$ cat src/rtl/irqarb_pkg.sv
package irqarb_pkg;
  typedef enum logic {CTX_SUP = 1'b0, CTX_MACH = 1'b1} ctx_mode_e;

  // width able to carry IDs 0..n, so the value n itself is representable
  function automatic int id_width(input int n);
    return $clog2(n + 1);
  endfunction
endpackage

$ cat src/rtl/irq_pick.sv
module irq_pick #(
  parameter int NUM_ID = 8,
  parameter int PW     = 3,
  parameter int ID_W   = 4
) (
  input  logic [NUM_ID-1:0]    elig,
  input  logic [NUM_ID*PW-1:0] prio,
  input  logic [PW-1:0]        thresh,
  output logic [ID_W-1:0]      id,
  output logic                 hit
);
  // strict compare in ascending order keeps the lowest ID on equal priority
  always_comb begin
    logic [PW-1:0] best_p;
    best_p = thresh;
    id     = '0;
    for (int i = 0; i < NUM_ID; i++) begin
      if (elig[i] && (prio[i*PW +: PW] > best_p)) begin
        best_p = prio[i*PW +: PW];
        id     = ID_W'(i);
      end
    end
    hit = (id != '0);
  end
endmodule

$ cat src/rtl/irq_state.sv
module irq_state #(
  parameter int NUM_ID = 8,
  parameter int ID_W   = 4
) (
  input  logic              clk,
  input  logic              rst_n,
  input  logic [NUM_ID-1:0] src_req,
  input  logic              claim_hit,
  input  logic [ID_W-1:0]   claim_id,
  input  logic              cmpl_go,
  input  logic [ID_W-1:0]   cmpl_id,
  output logic [NUM_ID-1:0] pend_q,
  output logic [NUM_ID-1:0] insvc_q,
  output logic [NUM_ID-1:0] pend_d,
  output logic [NUM_ID-1:0] insvc_d
);
  logic unused_req0;
  assign unused_req0 = src_req[0];

  assign pend_d[0]  = 1'b0;
  assign insvc_d[0] = 1'b0;

  for (genvar i = 1; i < NUM_ID; i++) begin : g_src
    logic taken, freed;
    assign taken      = claim_hit && (claim_id == ID_W'(i));
    assign freed      = cmpl_go && (cmpl_id == ID_W'(i));
    assign pend_d[i]  = src_req[i] && !taken;
    assign insvc_d[i] = (insvc_q[i] && !freed) || taken;
  end

  always_ff @(posedge clk) begin
    if (!rst_n) begin
      pend_q  <= '0;
      insvc_q <= '0;
    end else begin
      pend_q  <= pend_d;
      insvc_q <= insvc_d;
    end
  end

  AST_TAKEN_NOT_IN_SERVICE: assert property (@(posedge clk) disable iff (!rst_n)
    claim_hit |-> !insvc_q[claim_id[$clog2(NUM_ID)-1:0]]) else $error("claimed an in-service source");
endmodule

$ cat src/rtl/irq_claim_arbiter.sv
module irq_claim_arbiter
  import irqarb_pkg::*;
#(
  parameter int               NUM_ID        = 8,
  parameter int               NCTX          = 3,
  parameter int               PW            = 3,
  parameter logic [NCTX-1:0]  CTX_MACH_MASK = 3'b101,
  parameter int               ID_W          = id_width(NUM_ID),
  parameter int               CTX_W         = id_width(NCTX)
) (
  input  logic                   clk,
  input  logic                   rst_n,
  input  logic [NUM_ID-1:0]      src_req,
  input  logic [NUM_ID*PW-1:0]   src_prio,
  input  logic [NCTX*NUM_ID-1:0] ctx_en,
  input  logic [NCTX*PW-1:0]     ctx_thresh,
  input  logic                   claim_valid,
  input  logic [CTX_W-1:0]       claim_ctx,
  input  logic                   cmpl_valid,
  input  logic [CTX_W-1:0]       cmpl_ctx,
  input  logic [ID_W-1:0]        cmpl_id,
  output logic [NCTX-1:0]        ctx_irq,
  output logic [NCTX*ID_W-1:0]   ctx_best,
  output logic [NCTX-1:0]        ext_irq_m,
  output logic [NCTX-1:0]        ext_irq_s,
  output logic                   resp_valid,
  output logic [ID_W-1:0]        resp_id
);
  localparam int IDX_W = $clog2(NUM_ID);

  logic [NUM_ID-1:0] pend_q, insvc_q, pend_d, insvc_d;
  logic              claim_go, cmpl_go, claim_hit;
  logic [ID_W-1:0]   claim_id;
  logic [NUM_ID-1:0] sel_en;
  logic [PW-1:0]     sel_thr;

  assign claim_go = claim_valid && (claim_ctx < CTX_W'(NCTX));
  assign cmpl_go  = cmpl_valid && (cmpl_ctx < CTX_W'(NCTX)) &&
                    (cmpl_id != '0) && (cmpl_id < ID_W'(NUM_ID));

  // pick the claiming context's mask and threshold
  always_comb begin
    sel_en  = '0;
    sel_thr = '0;
    for (int c = 0; c < NCTX; c++) begin
      if (claim_ctx == CTX_W'(c)) begin
        sel_en  = ctx_en[c*NUM_ID +: NUM_ID];
        sel_thr = ctx_thresh[c*PW +: PW];
      end
    end
  end

  logic              pick_hit;
  logic [NUM_ID-1:0] claim_elig;
  assign claim_elig = pend_q & ~insvc_q & sel_en;

  irq_pick #(.NUM_ID(NUM_ID), .PW(PW), .ID_W(ID_W)) u_claim_pick (
    .elig(claim_elig), .prio(src_prio), .thresh(sel_thr),
    .id(claim_id), .hit(pick_hit)
  );
  assign claim_hit = claim_go && pick_hit;

  irq_state #(.NUM_ID(NUM_ID), .ID_W(ID_W)) u_state (
    .clk(clk), .rst_n(rst_n), .src_req(src_req),
    .claim_hit(claim_hit), .claim_id(claim_id),
    .cmpl_go(cmpl_go), .cmpl_id(cmpl_id),
    .pend_q(pend_q), .insvc_q(insvc_q), .pend_d(pend_d), .insvc_d(insvc_d)
  );

  // per-context view computed on the next state, so outputs land with it
  for (genvar c = 0; c < NCTX; c++) begin : g_ctx
    localparam ctx_mode_e MODE = ctx_mode_e'(CTX_MACH_MASK[c]);
    logic [NUM_ID-1:0] nxt_elig;
    logic [ID_W-1:0]   nxt_id;
    logic              nxt_hit;

    assign nxt_elig = pend_d & ~insvc_d & ctx_en[c*NUM_ID +: NUM_ID];

    irq_pick #(.NUM_ID(NUM_ID), .PW(PW), .ID_W(ID_W)) u_pick (
      .elig(nxt_elig), .prio(src_prio), .thresh(ctx_thresh[c*PW +: PW]),
      .id(nxt_id), .hit(nxt_hit)
    );

    always_ff @(posedge clk) begin
      if (!rst_n) begin
        ctx_irq[c]                <= 1'b0;
        ctx_best[c*ID_W +: ID_W]  <= '0;
        ext_irq_m[c]              <= 1'b0;
        ext_irq_s[c]              <= 1'b0;
      end else begin
        ctx_irq[c]                <= nxt_hit;
        ctx_best[c*ID_W +: ID_W]  <= nxt_id;
        ext_irq_m[c]              <= nxt_hit && (MODE == CTX_MACH);
        ext_irq_s[c]              <= nxt_hit && (MODE == CTX_SUP);
      end
    end

    AST_BEST_MEANS_IRQ: assert property (@(posedge clk) disable iff (!rst_n)
      (ctx_best[c*ID_W +: ID_W] != '0) |-> ctx_irq[c]) else $error("best without irq");
    AST_BEST_IS_FREE: assert property (@(posedge clk) disable iff (!rst_n)
      (ctx_best[c*ID_W +: ID_W] != '0) |-> !insvc_q[ctx_best[c*ID_W +: IDX_W]]) else $error("best in service");
  end

  always_ff @(posedge clk) begin
    if (!rst_n) begin
      resp_valid <= 1'b0;
      resp_id    <= '0;
    end else begin
      resp_valid <= claim_go;
      resp_id    <= claim_hit ? claim_id : '0;
    end
  end

  AST_RESP_AFTER_CLAIM: assert property (@(posedge clk) disable iff (!rst_n)
    resp_valid |-> $past(claim_valid)) else $error("response without claim");
  AST_CLAIM_SETS_INSVC: assert property (@(posedge clk) disable iff (!rst_n)
    (resp_valid && resp_id != '0) |-> insvc_q[resp_id[IDX_W-1:0]]) else $error("claimed not in service");
  AST_CLAIM_CLEARS_PEND: assert property (@(posedge clk) disable iff (!rst_n)
    (resp_valid && resp_id != '0) |-> !pend_q[resp_id[IDX_W-1:0]]) else $error("claimed still pending");
  AST_EMPTY_CLAIM_STILL: assert property (@(posedge clk) disable iff (!rst_n)
    (resp_valid && resp_id == '0 && !$past(cmpl_go)) |-> (insvc_q == $past(insvc_q))) else $error("empty claim moved state");
  AST_CMPL_RELEASES: assert property (@(posedge clk) disable iff (!rst_n)
    cmpl_go |=> (!insvc_q[$past(cmpl_id[IDX_W-1:0])] ||
                 (resp_valid && resp_id == $past(cmpl_id)))) else $error("complete did not release");
  AST_ID0_IDLE: assert property (@(posedge clk) disable iff (!rst_n)
    $past(src_req[0]) |-> !pend_q[0]) else $error("ID 0 pending");
endmodule

$ cat config.mk
export PLATFORM = sky130hd
export DESIGN_NAME = irq_claim_arbiter
export DESIGN_NICKNAME = d
export VERILOG_FILES = /design/src/rtl/irqarb_pkg.sv /design/src/rtl/irq_pick.sv /design/src/rtl/irq_state.sv /design/src/rtl/irq_claim_arbiter.sv
export SDC_FILE = /design/constraint.sdc
export NUM_CORES = 1
export LEC_CHECK = 0
export BUFFER_PORTS_ARGS = -buffer_cell sky130_fd_sc_hd__buf_2
export CAP_MARGIN = 10
export CORE_MARGIN = 2
export CORE_UTILIZATION = 52
export CTS_BUF_LIST = sky130_fd_sc_hd__clkbuf_4
export DETAILED_ROUTE_END_ITERATION = 10
export PLACE_DENSITY = 0.72
export SLEW_MARGIN = 10
export SYNTH_ARGS = -nofsm -noshare
export SYNTH_HDL_FRONTEND = slang
export SYNTH_SLANG_ARGS = --single-unit
export TNS_END_PERCENT = 1
$ cat constraint.sdc
create_clock -name clk -period 21.1 [get_ports clk]
set_clock_uncertainty 0.05 [all_clocks]
set_input_delay 0 -clock clk [delete_from_list [all_inputs] [get_ports clk]]
set_output_delay 0 -clock clk [all_outputs]
set_load 0.1 [all_outputs]
==> flow_summary.ini <==
[run_status]
outcome = finished with violations
violations = hold timing

[synth]
synth_edf_count = 0
async_flop_share = 0
yosys_register_bits = 30
ys_warn_count = 0
synth_ff_type = dfxtp_1
synthTopCellsByArea = ha_1 13%, dfxtp_1 12%, nand2_1 4.9%, nor2_1 4.4%, mux2_2 3.9%
synth_cells = 662
synth_top_area_share = 0.1264
syn_area_um2 = 4948
syn_avg_cell_area_um2 = 7.475
ys_seq_area_frac = 0.1214
synth.distinct_cells = 86
synth_top_area_cell = ha_1

[power_and_ir_drop]
clkPwrFrac = 0.131
power_density_nw_per_um2 = 51.71
p_comb_frac = 0.653
seq_power_share = 0.216
p_sw_w = 0.0001526
intPower_w = 0.0001396
irDropWorstVdd_mv = 0.03687
p_sw_frac = 0.5223
p_leak_nw = 2.690

[setup_path]
critPathMaxFanout = 7
worst_path_most_repeated_cell = nor2_1
slowest_delay_ps = 550
end_kind = flop
critPathSlowestCell = or4b_4
cp.arrival_ps = 19420
ff2ff_path_depth = 86
crit_required_ps = 21280
rr_endpoint = ext_irq_m[0]$_SDFF_PN0_
crit_type = reg2reg
start_kind = flop
timing.rr.start = u_state.insvc_q[1]$_SDFF_PN0_
rrSetupSlack_ps = 1860

[clock_tree]
clkTransAtPathRegs_ps = 130
cts_root_buf = clkbuf_4
ctsLongestPathBuffers = 2
clkLatencyLatePin_ps = 360
cts_inserted_buffers = 5
tritoncts = done
cts_max_level = 2
clkSinkCount = 30

[layout]
drive_gt1_frac = 0.2085
multi_input_area_um2 = 4083
regArea_um2 = 600.6
final_area_um2 = 5650
finalCoreUtilization = 0.6115
antenna_cells = 0
finalNetCount = 879
syn_to_final_growth_pct = 14.18
fillers = 835

[sta]
setup_viol = 0
max_freq_ghz = 0.05198
slew_viol_final = 0
hold_viol_final = 1
relSlewSlack = 0.5459
finalCriticalPeriod_ps = 19240
period_share = 0.9118
rsz0062_at_grt = no
holdWs_ps = -0.8960
worst_pin_slew_ps = 662.2
fin_tns_setup_ps = 0

[drt]
first_iter_violations = 574
drtAntennaViolNets = 0
wire_per_inst_um = 17.62
drc = 0
via_count = 5592
wl_um = 15540
drtPass1Iterations = 5
via_per_inst = 6.340

[global_routing]
grt_max_degree = 20
antenna_found_initial = 0
grt_pass1_vias = 5264
gr-total-overflow = 0
grt.total_usage = 0.3086
grt_pass1_wl_um = 25530

[hold_path]
min_to = u_state.insvc_q[3]$_SDFF_PN0_
min_from = cmpl_id[2]
min_path_type = in2reg
whs_path_depth = 3

[floorplanning]
die_h_um = 101.6
core_area_um2 = 9240
fp.dieW_um = 101.6
start_util = 0.5355
std_cell_rows = 35
boundaryPins = 103
die_area_um2 = 10310

[placement]
hpwl_um = 12490
io_buffer_count = 88
place_area_um2 = 5484
gp_congestion = 0.9059

[run]
maxCapViolCount = 0
## stage by stage
step | std cells | worst slack (ps) | power, W
2_1_floorplan | 668 | 2777 | 0.0002103
3_3_place_gp | 864 | 1441 | 0.0002442
3_5_place_dp | 864 | 1110 | 0.0002503
4_1_cts | 881 | 1402 | 0.0002896
5_1_grt | 882 | 111.4 | 0.0003142
6_report | 882 | 1860 | 0.0002922
## power groups by stage
stage	clock, W	sequential (W)	combinational [W]
after floorplan	0	0.0000927	0.000118
after global placement	0	0.0000643	0.000180
after detailed placement	0	0.0000644	0.000186
after CTS	0.0000385	0.0000631	0.000188
after global routing	0.0000411	0.0000637	0.000209
final	0.0000382	0.0000632	0.000191
## Yosys cell counts, types with 4 or more instances
master	instances
o2111ai_1	9
o211ai_1	5
or3_1	4
mux2i_1	15
o22ai_1	7
a22oi_1	4
and3_1	20
inv_1	35
buf_4	10
a31oi_1	11
and2_1	14
o21ai_0	25
dfxtp_1	30
clkbuf_1	13
nand2b_1	4
mux2_4	7
o31ai_1	7
maj3_1	7
nand3_1	34
nor3_1	13
a21oi_1	37
ha_1	50
a21o_1	10
a21boi_0	5
nor2b_1	14
nor2_1	58
nand2_1	64
nor3b_1	5
buf_2	5
mux2_2	17
or2_2	5
o21a_1	15
nand4_1	7
nor4_1	4
a211oi_1	9
## worst max path at each step
stage	start	to	slack, ps	cells after the start
detailed placement	claim_ctx[1]	ext_irq_s[1]$_SDFF_PN0_	1110	90
CTS	u_state.insvc_q[1]$_SDFF_PN0_	ext_irq_s[1]$_SDFF_PN0_	1400	86
finish	u_state.insvc_q[1]$_SDFF_PN0_	ext_irq_m[0]$_SDFF_PN0_	1860	86
global route	u_state.insvc_q[1]$_SDFF_PN0_	ext_irq_s[1]$_SDFF_PN0_	110	89
global placement	claim_ctx[0]	ext_irq_s[1]$_SDFF_PN0_	1440	90
floorplan	claim_ctx[1]	ext_irq_m[0]$_SDFF_PN0_	2780	90
## cell families (layout without fill, tap and decap cells)
group,Yosys count,after routing,synth area share
AOI/OAI and AO/OA,199,199,0.3044
other,1,7,0.0007578
muxes,40,40,0.09304
DFF,30,30,0.1214
buffers and inverters,67,152,0.06119
adders and majority gates,58,58,0.1429
and+or+nand+nor,267,267,0.2764
## state kept, by name (all words and copies together), names as in the netlist
name and count:
u_state.pend_q 7, ext_irq_s 1, resp_valid 1, resp_id 3, ctx_best 9, u_state.insvc_q 7
ext_irq_m 2
## what timing repair did
| action | CTS | global route |
|---|---|---|
| hold endpoints to repair | 9 | 0 |
| endpoints found under the setup margin | 0 | 10 |
| resized for setup | 0 | 3 |
| setup buffers | 0 | 1 |
| hold buffers | 9 | 0 |
## cell type report
cell class	count	area share
clock buffers	5	0.006643
inverters	35	0.02325
well taps	129	0.02857
clock inverters	3	0.002879
multi-input cells	571	0.7225
flip-flops and latches	30	0.1063
repair buffers	109	0.1098
## worst max-delay path, delay by kind of cell, from the launching register on
family	cells	cell delay, ps
adder cells (fa/ha/maj)	13	3760
flip-flops	1	370
AO/OA/AOI/OAI	34	7310
AND/OR/NAND/NOR	31	4900
multiplexers	8	2740
## metal layers
metal	global-route usage	routed length, um
met2	0.5111	7141
met3	0.04003	1370
met4	0.08212	325
met1	0.4211	6701
met5	0	0
## placed cells by master, fill, tap and decap left out, types with 17 or more instances in the layout
cell type / count
buf_2: 88
nand2_1: 64
nor2_1: 58
ha_1: 50
a21oi_1: 37
inv_1: 35
nand3_1: 34
dfxtp_1: 30
o21ai_0: 25
and3_1: 20
mux2_2: 17
(Power assumes the default switching activity.)
